[config.mk]
export PLATFORM = sky130hd
export DESIGN_NAME = cpl_latch_unit
export DESIGN_NICKNAME = d
export VERILOG_FILES = /design/src/rtl/cpl_pkg.sv /design/src/rtl/cpl_force_ctrl.sv /design/src/rtl/cpl_channel.sv /design/src/rtl/cpl_latch_unit.sv
export SDC_FILE = /design/constraint.sdc
export NUM_CORES = 1
export LEC_CHECK = 0
export ABC_AREA = 1
export BUFFER_PORTS_ARGS = -buffer_cell sky130_fd_sc_hd__buf_2
export CAP_MARGIN = 40
export CORE_ASPECT_RATIO = 0.7
export CORE_MARGIN = 8
export CORE_UTILIZATION = 40
export CTS_CLUSTER_SIZE = 25
export DETAILED_ROUTE_END_ITERATION = 10
export GPL_TIMING_DRIVEN = 0
export PLACE_DENSITY_LB_ADDON = 0.12
export SLEW_MARGIN = 20
export SYNTH_ARGS = -nofsm -noshare
export SYNTH_HDL_FRONTEND = slang
export SYNTH_HIERARCHICAL = 1
export SYNTH_SLANG_ARGS = --single-unit
[constraint.sdc]
create_clock -name clk -period 1.6 [get_ports clk]
set_input_delay 0.32 -clock clk [delete_from_list [all_inputs] [get_ports clk]]
set_output_delay 0.32 -clock clk [all_outputs]
set_load 0.03 [all_outputs]
[src/rtl/cpl_pkg.sv]
package cpl_pkg;

    localparam int unsigned DEF_NUM_CH = 4;
    localparam int unsigned DEF_CAP_W  = 16;
    localparam int unsigned DEF_ACC_W  = 8;

    // Outcome of one bus cycle on the force bit
    typedef enum logic [1:0] {
        FRC_IDLE    = 2'd0,
        FRC_FIRE    = 2'd1,
        FRC_BLOCKED = 2'd2,
        FRC_ZERO    = 2'd3
    } force_dec_e;

    typedef struct packed {
        logic wr;
        logic wbit;
        logic latch_en;
        logic buf_en;
    } force_req_t;

    function automatic force_dec_e decide_force(input force_req_t r);
        if (!r.wr)                     return FRC_IDLE;
        if (!r.wbit)                   return FRC_ZERO;
        if (!(r.latch_en && r.buf_en)) return FRC_BLOCKED;
        return FRC_FIRE;
    endfunction

endpackage

[src/rtl/cpl_force_ctrl.sv]
module cpl_force_ctrl
    import cpl_pkg::*;
(
    input  logic clk,
    input  logic rst,
    input  logic mode_latch_en,
    input  logic mode_buf_en,
    input  logic force_wr,
    input  logic force_wdata,
    output logic force_latch,
    output logic force_rd_bit
);

    force_req_t req;
    force_dec_e dec;

    always_comb begin
        req.wr       = force_wr;
        req.wbit     = force_wdata;
        req.latch_en = mode_latch_en;
        req.buf_en   = mode_buf_en;
        dec          = decide_force(req);
        force_latch  = (dec == FRC_FIRE);
        force_rd_bit = 1'b0;
    end

    AST_NO_FORCE_ZERO_DATA: assert property (@(posedge clk) disable iff (rst)
        (force_wr && !force_wdata) |-> !force_latch);

    AST_NO_FORCE_WITHOUT_WR: assert property (@(posedge clk) disable iff (rst)
        !force_wr |-> !force_latch);

endmodule

[src/rtl/cpl_channel.sv]
module cpl_channel #(
    parameter int unsigned CAP_W = 16,
    parameter int unsigned ACC_W = 8
) (
    input  logic             clk,
    input  logic             rst,
    input  logic             cap_evt,
    input  logic             acc_evt,
    input  logic [CAP_W-1:0] timer_val,
    input  logic             force_latch,
    output logic [CAP_W-1:0] cap_q,
    output logic [ACC_W-1:0] acc_q,
    output logic [CAP_W-1:0] hold_cap,
    output logic [ACC_W-1:0] hold_acc
);

    localparam logic [ACC_W-1:0] ACC_MAX = {ACC_W{1'b1}};

    logic [CAP_W-1:0] cap_next;
    logic [ACC_W-1:0] acc_inc;
    logic [ACC_W-1:0] acc_seen;

    always_comb begin
        cap_next = cap_evt ? timer_val : cap_q;
        acc_inc  = (acc_q == ACC_MAX) ? acc_q : acc_q + 1'b1;
        acc_seen = acc_evt ? acc_inc : acc_q;
    end

    always_ff @(posedge clk) begin
        if (rst) begin
            cap_q    <= '0;
            acc_q    <= '0;
            hold_cap <= '0;
            hold_acc <= '0;
        end else begin
            cap_q <= cap_next;
            if (force_latch) begin
                hold_cap <= cap_next;
                hold_acc <= acc_seen;
                acc_q    <= '0;
            end else begin
                acc_q <= acc_seen;
            end
        end
    end

    AST_ACC_SATURATES: assert property (@(posedge clk) disable iff (rst)
        (acc_q == ACC_MAX && !force_latch) |=> (acc_q == ACC_MAX));

    AST_ACC_CLEARED: assert property (@(posedge clk) disable iff (rst)
        force_latch |=> (acc_q == '0));

    AST_HOLD_STABLE: assert property (@(posedge clk) disable iff (rst)
        !force_latch |=> ($stable(hold_cap) && $stable(hold_acc)));

    AST_CAP_STABLE: assert property (@(posedge clk) disable iff (rst)
        !cap_evt |=> $stable(cap_q));

    AST_SAME_CYCLE_CAPTURE: assert property (@(posedge clk) disable iff (rst)
        (force_latch && cap_evt) |=> (hold_cap == cap_q));

endmodule

[src/rtl/cpl_latch_unit.sv]
module cpl_latch_unit
    import cpl_pkg::*;
#(
    parameter int unsigned NUM_CH = DEF_NUM_CH,
    parameter int unsigned CAP_W  = DEF_CAP_W,
    parameter int unsigned ACC_W  = DEF_ACC_W
) (
    input  logic                     clk,
    input  logic                     rst,
    input  logic                     mode_latch_en,
    input  logic                     mode_buf_en,
    input  logic                     force_wr,
    input  logic                     force_wdata,
    output logic                     force_rd_bit,
    input  logic [CAP_W-1:0]         timer_val,
    input  logic [NUM_CH-1:0]        cap_evt,
    input  logic [NUM_CH-1:0]        acc_evt,
    output logic [NUM_CH*CAP_W-1:0]  cap_o,
    output logic [NUM_CH*ACC_W-1:0]  acc_o,
    output logic [NUM_CH*CAP_W-1:0]  hold_cap_o,
    output logic [NUM_CH*ACC_W-1:0]  hold_acc_o
);

    logic force_latch;

    cpl_force_ctrl u_ctrl (
        .clk          (clk),
        .rst          (rst),
        .mode_latch_en(mode_latch_en),
        .mode_buf_en  (mode_buf_en),
        .force_wr     (force_wr),
        .force_wdata  (force_wdata),
        .force_latch  (force_latch),
        .force_rd_bit (force_rd_bit)
    );

    for (genvar ch = 0; ch < NUM_CH; ch++) begin : g_ch
        cpl_channel #(
            .CAP_W(CAP_W),
            .ACC_W(ACC_W)
        ) u_chan (
            .clk        (clk),
            .rst        (rst),
            .cap_evt    (cap_evt[ch]),
            .acc_evt    (acc_evt[ch]),
            .timer_val  (timer_val),
            .force_latch(force_latch),
            .cap_q      (cap_o[ch*CAP_W +: CAP_W]),
            .acc_q      (acc_o[ch*ACC_W +: ACC_W]),
            .hold_cap   (hold_cap_o[ch*CAP_W +: CAP_W]),
            .hold_acc   (hold_acc_o[ch*ACC_W +: ACC_W])
        );
    end

    AST_MODES_GATE_LATCH: assert property (@(posedge clk) disable iff (rst)
        !(mode_latch_en && mode_buf_en) |=> ($stable(hold_cap_o) && $stable(hold_acc_o)));

    AST_RD_BIT_ZERO: assert property (@(posedge clk) disable iff (rst)
        force_wr |-> (force_rd_bit == 1'b0));

endmodule

==> results.md, run 1 <==
- After synthesis, flip-flops and latches occupy roughly 50% of the total area.
- The final critical path takes up approximately 92% of the cycle.
- The critical path required time is about 1.3 ns.
- The clock sink count is approximately 190.
- The cell type with the largest total area after synthesis is dfxtp_1.
- In this run the standard cell core region covers around 19000 µm².
- After detailed routing, the average wire length per cell comes to approximately 16 µm.
- In the routed design, unresolved DRC markers number 0.
- In this run the remaining antenna-violating nets after routing total 0.
- Static timing analysis puts the maximum clock frequency at between 600 and 700 MHz.
- The net count of the finished layout is around 1200.
- The data arrival time of the worst path is 1.16 ns.
- The antenna cell count is 0.
- The first global-routing pass estimated 36300 µm of wire.
- The clock tree buffer depth is 2.
- The flow ran to the end, and the final reports show no timing, DRC or antenna violations.
- The initial utilization of the core area, before any placement, comes to between 40% and 50%.
- The count of final max-slew check failures is 0.
- The final setup skew is between 0.009 and 0.01 ns.
- The count of standard-cell rows is 42.
- The number of filler cells placed in the layout is approximately 1900.
- The synthesized design contains about 190 register bits.
- The delay of the slowest cell on the worst path is 0.47 ns.
- The die covers between 20000 and 25000 µm².
- The final route contains about 6800 vias.
- The shortest period the worst path allows is 1.48 ns.
- The most used flip-flop cell after synthesis is dfxtp_1.
- The worst flop-to-flop path endpoint is g_ch[0].u_chan/hold_acc[0]$_SDFFE_PP0P_.
- The critical register-to-register path startpoint is g_ch[0].u_chan/acc_q[0]$_SDFF_PP0_.
- The via count of the first global-routing pass is 6409.
- In this run, placement finished with an instance count of between 1000 and 1500.
- After clock tree synthesis, the flow added hold-fix buffers numbering 0.
- The endpoint with the worst hold slack is g_ch[0].u_chan/cap_q[2]$_SDFF_PP0_.
- STA classifies the critical path endpoint as an output pin.
- The setup slack on the worst flop-to-flop path is 0.19 ns.
- The master of the slowest instance on the critical path is dfxtp_1.
- Measured along the y axis, the die boundary spans approximately 130 µm.
- Global routing finished with a remaining overflow of 0.
- The layout cell share with drive strength beyond 1 is between 30% and 40%.
- Detailed placement finished with a half-perimeter wire length of approximately 17000 µm.
- Input and output buffers added on the ports amount to approximately 220.
- When the netlist entered floorplanning its net count stood at between 900 and 1000.
- At the pin with the least slew margin, the transition time is around 0.65 ns.
- The number of cells on the worst reg-to-reg path is 8.
- The setup violation total in the final timing report is 0.
- The area of the mapped netlist is between 7000 and 8000 µm².
- The worst slew margin relative to its limit is approximately 56%.
- The post-synthesis area per instance is just under 8 µm².
- In this run the worst hold path is classified as in -> reg.
- The kind of critical path is reg -> out.
- During I/O placement, the number of pins put on the boundary was approximately 220.
- The most common cell in the synthesized netlist is nand2_1.
- TritonCTS built the clock tree.
- For this design the static power due to leakage is slightly above 5 nW.
- By count the netlist is led by nand2_1 (194), dfxtp_1 (192), nor2_1 (105), inv_1 (100), nand3_1 (100).
- The growth of design area from synthesis to finish is 26.7%.
- The width of the die is ~180 µm.
- After detailed routing, the total wire length is between 20000 and 25000 µm.
- The count of warnings emitted by yosys is 6.
- The initial antenna violation count was 5.
- The clock tree root driver cell is clkbuf_16.
- The maximum vdd drop is about 0.70 mV.
- The hold violation total from the final report is 0.
- The number of buffers added by the clock tree synthesis step is 17.
- The share of the synthesized area in the top cell type is approximately 50%.
- The largest fanout on the critical path is 6.
- The routed via count divided by cell count is 4.64.
- Counting instances, the worst hold path has a depth of 3.
- The max-capacitance violation count is 0.
- The maximum number of pins on one net before global-route repair is 18.
- The count of cells resized by post-cts repair is 0.
- Ranked by total cell area, the synthesized netlist is headed by dfxtp_1 (50%), nand2_1 (9.5%), nand3_1 (6.6%).
- The H-tree generated during clock tree synthesis spans 4 levels.
- The clock slew at the register clock pins of the worst setup and hold paths is about 0.070 ns.
- The worst hold path begins at timer_val[2].
- The power density over the cells is around 1200 nW/µm².
- The clock reaches the later pin of the worst-skew pair after 0.44 ns.
- The number of enable flip-flop cells after synthesis is 0.
- The first detailed-routing pass took 7 iterations.
- Overall power consumption after layout is estimated at 0.0112 W.
- The buffers inserted during post-CTS setup optimization is 0.
- Setup repair after global routing left no endpoint under its margin.
- The number of distinct library cells after synthesis is 23.
- At the end of routability-driven placement, the weighted congestion stood at between 0.8 and 0.9.
- The top cell family by delay on the critical path is flip-flops.
- In the global route stage, overall resource usage came out at between 10% and 20%.
- In this run, the number of DRC markers left after iteration 0 of detailed routing was approximately 460.
- The final core area utilization is approximately 50%.
- The cell count after synthesis came out at 965.
- The critical path goes through buf_2.
- Counting flops with an async set or reset pin after synthesis yields a share of 0%.
- Leaving out filler cells and counting taps, the final layout contains 1460.
- The worst setup path is launched from a register.
- The buffering stage count on the worst path with inverters included is 1.
==> worst max path at each step <==
stage	start	cells past startpoint	end	slack, ns
global placement	mode_latch_en	8	g_ch[0].u_chan/hold_acc[0]$_SDFFE_PP0P_	-0.40
global route	force_wr	8	g_ch[0].u_chan/hold_acc[0]$_SDFFE_PP0P_	0.02
CTS	mode_latch_en	8	g_ch[0].u_chan/hold_acc[0]$_SDFFE_PP0P_	0.08
finish	g_ch[2].u_chan/acc_q[3]$_SDFF_PP0_	1	acc_o[19]	0.12
floorplan	g_ch[0].u_chan/acc_q[1]$_SDFF_PP0_	8	g_ch[0].u_chan/hold_acc[0]$_SDFFE_PP0P_	0.15
detailed placement	mode_latch_en	8	g_ch[0].u_chan/hold_acc[0]$_SDFFE_PP0P_	-0.36
==> through the flow <==
stage	TNS, ns	hold WS, ns	setup WS, ns	instance area [µm²]
after floorplan	0	0.495	0.153	7630
after global placement	-18.06	0.433	-0.401	9040
after detailed placement	-14.69	0.436	-0.362	9040
after CTS	0	0.238	0.0822	9670
after global routing	0	0.257	0.0229	9670
final	0	0.253	0.121	9670
==> flip-flops by register name, indices dropped and copies added (netlist names) <==
signal                cells
g_ch.u_chan/hold_cap     64
g_ch.u_chan/acc_q        32
g_ch.u_chan/cap_q        64
g_ch.u_chan/hold_acc     32
==> report_power, final <==
group          switching, W  total (W)  internal, W  leakage [nW]
Combinational       0.00105    0.00150     0.000454          3.29
Sequential         0.000134    0.00514      0.00501          1.57
Clock               0.00197    0.00455      0.00258         0.300
Total               0.00315     0.0112      0.00804          5.17
==> cells by family after synthesis <==
| family | share of synthesized area [%] |
|---|---|
| simple gates | 34.0 |
| flops | 50.3 |
| buf+inv | 7.96 |
| compound gates | 7.01 |
| fa+ha+maj | 0.656 |
| other cells | 0.0491 |
==> metal layers <==
layer	wire (µm)	global-route usage, %	part of all wire, %
met2	9890	28.6	43
met5	0	0	0
met1	11300	26.0	49
met4	230	5.00	0.99
met3	1810	6.64	7.8
==> placed cells by master (no fill, tap or decap), drive strengths merged <==
cell      count
clkbuf       27
nand2       206
a21o          4
clkinv        2
o21ai        16
a21oi        56
o22a         16
conb          1
dfxtp       192
nand3b        4
buf         242
ha            4
or2          96
nand3       104
nor2        125
inv         117
clkinvlp      3
bufinv        3
==> layout make-up <==
type                       instances  area, µm²  area share (%)
timing repair buffer             221       1110            11.4
multi-input combinational        632       3180            32.9
sequential                       192       3840            39.7
inverter                         112        420            4.35
buffer                            29        188            1.94
clock buffer                      19        453            4.68
tap                              242        303            3.13
clock inverter                    13        175            1.81
No activity file was read; power rests on OpenSTA's default activity.
==> inputs of run 2 (changes only) <==
- ABC_CLOCK_PERIOD_IN_PS: default -> 1600
- CTS_BUF_LIST: default -> sky130_fd_sc_hd__clkbuf_8
==> results.md, run 2 (synthesis results as in run 1) <==
- TritonCTS built the clock tree.
- The core outline area is approximately 19000 µm².
- For this block, the routed nets add up to between 20000 and 25000 µm of wire.
- The buffering stage count on the worst path with inverters included is 1.
- Once placement completed, the tool counted placed cells totaling 1428.
- STA classifies the critical path endpoint as an output pin.
- The post-route worst hold slack is between 0.2 and 0.25 ns.
- The pre-CTS setup slack is -0.362 ns.
- The repair_antennas step left the layout with diodes totalling 0.
- Setup violations remaining at the end of the flow were counted as 0.
- The weighted congestion at the end of routability-driven global placement is approximately 0.83.
- The critical path is of the reg -> out type.
- The static power due to leakage is just over 5 nW.
- For this configuration, the core starts out at a cell density of between 40% and 50%.
- The longest clock path from root to sink contains 2 buffers.
- The ratio of final minimum period to clock period is a little over nine tenths.
- The flow ran to the end, and the final reports show no timing, DRC or antenna violations.
- For this design, the slowest cell found on the critical path is dfxtp_1.
- The top cell types in the final layout, fill and taps aside, are buf_2 (229), nand2_1 (194), dfxtp_1 (192), nor2_1 (105).
- Setup slack closes at 0.0944 ns.
- The pre-antenna-repair detailed-routing pass consisted of 5 iterations.
- VDD sags by at most ~0.53 mV.
- On the critical path the largest part of the delay comes from flip-flops.
- Leaving out filler cells and counting taps, the final layout contains about 1500.
- STA puts the critical path data required time at about 1.3 ns.
- Across the routed clock network, the largest skew measured is 0.0122 ns.
- The buffers inserted during post-CTS setup optimization is 0.
- The initial antenna violation count is 5.
- For this run, the total global-route usage over all layers was measured as between 10% and 20%.
- In this run the worst path has a maximum fanout of 6.
- The clock net in this run drives a total of approximately 190 sinks.
- The number of remaining DRC errors is 0.
- The post-detailed-placement half-perimeter wirelength is approximately 17000 µm.
- Entering global routing, the biggest net connects 18 pins.
- The power density over the cells is between 1000 and 1500 nW/µm².
- The clock slew at the register clock pins of the worst setup and hold paths is about 0.10 ns.
- Leaving out fill and tap cells, the most frequent cell in the layout is buf_2.
- At the worst endpoint, the arrival time is between 1 and 1.5 ns.
- After floorplanning, the core was divided into 42 placement rows.
- The count of final max-slew check failures is 0.
- around 220 I/O pins were placed.
- The signal on the critical path passes through buf_2.
- Setup repair after global routing left no endpoint under its margin.
- The first global-routing pass estimated approximately 36000 µm of wire.
- The area growth from synthesis to layout is 24.2%.
- The count of nets left with antenna violations once routing finished came out at 0.
- The worst hold path class is in -> reg.
- In this run the horizontal extent of the chip is around 180 µm.
- Counting I/O delays and the setup requirement, the final critical path takes between 1.5 and 2 ns.
- The final layout contains between 1000 and 1500 nets.
- The chip height is between 100 and 150 µm.
- The slew at the pin with the worst max-slew slack is about 0.66 ns.
- The number of buffers inserted by port buffering is approximately 220.
- After clock tree synthesis, the flow added hold-fix buffers numbering 0.
- The total overflow reported by the global router is 0.
- For this run, the top clock speed supported by timing is 664 MHz.
- The hold violation total from the final report is 0.
- The tree is rooted in a clkbuf_8.
- The via count of the first global-routing pass is 6412.
- The worst slew margin relative to its limit is roughly 56%.
- The aggregate negative setup slack is 0 ns.
- The startpoint type of the worst setup path is a register.
- The max-capacitance violation count is 0.
- Across all layers, the routed design uses around 6800 vias.
- The largest single stage delay on the critical path is approximately 0.48 ns.
- The largest registers in the layout are g_ch.u_chan/cap_q: 64 flops, g_ch.u_chan/hold_cap: 64 flops.
- The H-tree was split into 4 levels.
- The routed wirelength normalized by instance count is 15.8 µm.
- The clock latency of the later-clocked register in the worst-skew pair is about 0.46 ns.
- The violation count after the first detailed-route iteration is 431.
- The floorplan die area is 23800 µm².
- The number of buffers added by the clock tree synthesis step is 17.
- The layout cell share with drive strength beyond 1 is ~33%.
- The routed via count divided by cell count is between 4 and 5.
- Once the clock tree was built, the resizer swapped 0 gates to a different size.
## run 2: path summary, 6_finish.rpt
kind,end,slack [ns],cells past startpoint,from
max reg2reg,g_ch[0].u_chan/hold_acc[0]$_SDFFE_PP0P_,0.18,8,g_ch[0].u_chan/acc_q[0]$_SDFF_PP0_
max,acc_o[19],0.09,1,g_ch[2].u_chan/acc_q[3]$_SDFF_PP0_
min reg2reg,g_ch[1].u_chan/hold_acc[0]$_SDFFE_PP0P_,0.45,2,g_ch[1].u_chan/hold_acc[0]$_SDFFE_PP0P_
min,g_ch[0].u_chan/cap_q[2]$_SDFF_PP0_,0.22,3,timer_val[2]
## run 2: final cells by class
type | instances | area [µm²]
fill | 1867 | 9330
sequential | 192 | 3840
multi-input combinational | 632 | 3180
timing repair buffer | 221 | 1110
inverter | 112 | 420
tap | 242 | 303
clock buffer | 19 | 262
buffer | 29 | 188
clock inverter | 13 | 175
## run 2: per-stage QoR
step           cell area, µm²  utilization [%]  total power [W]
2_1_floorplan            7630                -          0.00623
3_3_place_gp             9040             48.1          0.00675
3_5_place_dp             9040             48.1          0.00676
4_1_cts                  9480             50.4           0.0102
5_1_grt                  9480             50.4           0.0106
6_report                 9480             50.4           0.0101
## run 2: where the power goes
part	leakage [nW]	total (W)	internal (W)	switching [W]
combinational	3.29	0.00150	0.000454	0.00104
sequential	1.57	0.00514	0.00501	0.000133
clock	0.213	0.00348	0.00167	0.00182
total	5.08	0.0101	0.00713	0.00299
## run 2: layer usage
layer | up-vias | part of all wire [%] | track usage, %
li1 | 3506 | - | -
met1 | 3050 | 49 | 25.9
met2 | 199 | 42 | 28.6
met3 | 17 | 7.8 | 6.44
met4 | 0 | 1.0 | 5.00
met5 | - | 0 | 0
==> inputs of run 3 (changes only) <==
- BUFFER_PORTS_ARGS: -buffer_cell sky130_fd_sc_hd__buf_2 -> -buffer_cell sky130_fd_sc_hd__buf_4
==> results.md, run 3 (synthesis results as in run 1) <==
- The kind of capture point of the worst setup path is an output pin.
- The hold violation total from the final report is 0.
- The run finished with clean final reports.
- Setup repair after global routing left no endpoint under its margin.
- The setup violation total in the final timing report is 0.
- The starting density of the core is between 40% and 50%.
- The routed via count divided by cell count is between 4 and 5.
- For this run, global-route usage on met1 was measured as about a quarter.
- The most frequent standard cell in the layout excluding fill and tap cells is buf_4.
- Hold is met by 0.213 ns.
- The final-stage net count is roughly 1200.
- The clock reaches the later pin of the worst-skew pair after 0.45 ns.
- In this run the deepest clock path goes through 2 buffers.
- After clock tree synthesis, the clock-pin slew on the worst setup and hold paths is 0.10 ns.
- The startpoint type of the worst setup path is a register.
- The area taken by flip-flops and latches is between 3000 and 4000 µm².
- The number of buffers inserted by port buffering is between 200 and 250.
- The largest fanout on the critical path is 6.
- The count of standard-cell rows is 42.
- The number of buffers and inverters on the critical path is 1.
- For this design, the sink count on the clock tree is between 150 and 200.
- During I/O placement, the number of pins put on the boundary was 223.
- The wire length of the first global-routing pass is approximately 37000 µm.
- The met3 global-route usage is under 10%.
- The pre-CTS setup slack is -0.315 ns.
- For this run, global-route usage on met2 was measured as 29.1%.
- The width of the die is around 180 µm.
- The setup slack of the critical path after layout is around 0.12 ns.
- The number of routed nets with antenna violations is 0.
- The data arrival time of the worst path is 1.16 ns.
- The die covers 23800 µm².
- The max-capacitance violation count is 0.
- On the final layout, the worst clock skew is between 0.01 and 0.015 ns.
- CTS built an H-tree with a depth of 4.
- Timing would allow up to 675 MHz.
- For this run, the slowest stage of the critical path takes 0.49 ns.
- In the routed design, unresolved DRC markers number 0.
- In the layout the commonest cells are buf_4 (230), nand2_1 (194), dfxtp_1 (191), nor2_1 (105).
- The initial antenna violation count is 2.
- Summed over all layers, the global routing overflow is 0.
- TritonCTS built the clock tree.
- The buffers inserted during post-CTS setup optimization is 0.
- The layout cell share with drive strength beyond 1 is 33.1%.
- For this block, the routed nets add up to around 23000 µm of wire.
- The signal on the critical path passes through buf_4.
- The largest registers in the layout are g_ch.u_chan/cap_q: 64 flops, g_ch.u_chan/hold_cap: 64 flops.
- The global-route usage over all layers is between 10% and 20%.
- 0 antenna diodes ended up in the layout.
- The count of vias placed by the detailed router is about 6800.
- The analysis attributes to cell leakage a power of between 5 and 6 nW.
- The critical path required time is ~1.3 ns.
- The top cell family by delay on the critical path is flip-flops.
- Dividing total power by cell area gives a power density of 988 nW/µm².
- The aggregate negative setup slack is 0 ns.
- The number of buffers added by the clock tree synthesis step is 17.
- The count of final max-slew check failures came to 0.
- The slew at the pin with the worst max-slew slack is between 0.6 and 0.7 ns.
- The worst hold path class is in -> reg.
- For this run, the detailed router's first-pass iteration total came to 5.
- In this run the clock root is driven by a clkbuf_8.
- The routed design could run at a clock period as short as 1.48 ns.
- Dividing the final minimum period by the clock period gives a little over 90%.
- The congestion estimate from routability-driven global placement came to roughly 0.81.
- The kind of critical path is reg -> out.
- The via count of the first global-routing pass is ~6600.
- The growth of design area from synthesis to finish is 30.7%.
- The core outline area is 18800 µm².
- The number of filler cells placed in the layout is about 1900.
- The chip height is between 100 and 150 µm.
- The post-detailed-placement half-perimeter wirelength is around 18000 µm.
- The total area of multi-input combinational cells is 3180 µm².
- The maximum vdd drop is about 0.52 mV.
- In this run, the number of DRC markers left after iteration 0 of detailed routing was roughly 430.
- The global-route layer with the greatest usage is met2.
- The master of the slowest instance on the critical path is dfxtp_1.
- Entering global routing, the biggest net connects 20 pins.
- The worst slew margin relative to its limit is a little under three fifths.
- The routed wirelength normalized by instance count is 16.0 µm.
==> run 3: changes by cell type in the layout (fill, tap and decap cells not counted), sizes merged <==
cell and delta:
bufinv -3, clkbuf -2, clkinv +4, clkinvlp -2, inv +3
==> run 3: final cells by class <==
cell class / instances / area share, %
timing repair buffer: 221 / 16.6
clock inverter: 15 / 1.44
sequential: 192 / 38.5
multi-input combinational: 632 / 31.9
clock buffer: 17 / 2.35
inverter: 112 / 4.21
tap: 242 / 3.04
buffer: 29 / 1.88
==> run 3: routing by layer <==
| metal | share of wire [%] | routed length (µm) |
|---|---|---|
| met1 | 48 | 11200 |
| met2 | 43 | 10000 |
| met3 | 7.8 | 1820 |
| met4 | 1.1 | 259 |
| met5 | 0 | 0 |
==> run 3: power breakdown <==
part	internal [W]	switching [W]	leakage (nW)
logic	0.000601	0.00105	3.34
clock network	0.00116	0.00189	0.192
registers	0.00501	0.000145	1.57
==> run 3: metrics by stage <==
stage	area (µm²)	std cells	utilization, %	power [W]
3_3_place_gp	9600	1428	51.0	0.00691
5_1_grt	9980	1460	53.0	0.0103
4_1_cts	9970	1460	53.0	0.00999
6_report	9980	1460	53.0	0.00986
3_5_place_dp	9600	1428	51.0	0.00692
2_1_floorplan	7630	965	-	0.00623
==> run 3: path summary, 6_finish.rpt <==
path	start	end	slack (ns)	cells past startpoint
max reg2reg	g_ch[2].u_chan/acc_q[1]$_SDFF_PP0_	g_ch[2].u_chan/hold_acc[4]$_SDFFE_PP0P_	0.18	8
min reg2reg	g_ch[1].u_chan/hold_acc[6]$_SDFFE_PP0P_	g_ch[1].u_chan/hold_acc[6]$_SDFFE_PP0P_	0.46	2
min	timer_val[15]	g_ch[3].u_chan/cap_q[15]$_SDFF_PP0_	0.21	3
max	g_ch[2].u_chan/acc_q[3]$_SDFF_PP0_	acc_o[19]	0.12	1
==> run 3: repair_timing <==
| action | 4_1_cts | 5_1_grt |
|---|---|---|
| setup endpoints to repair | 0 | 1 |
| gates resized for setup | 0 | 1 |
| hold buffers | 0 | 0 |
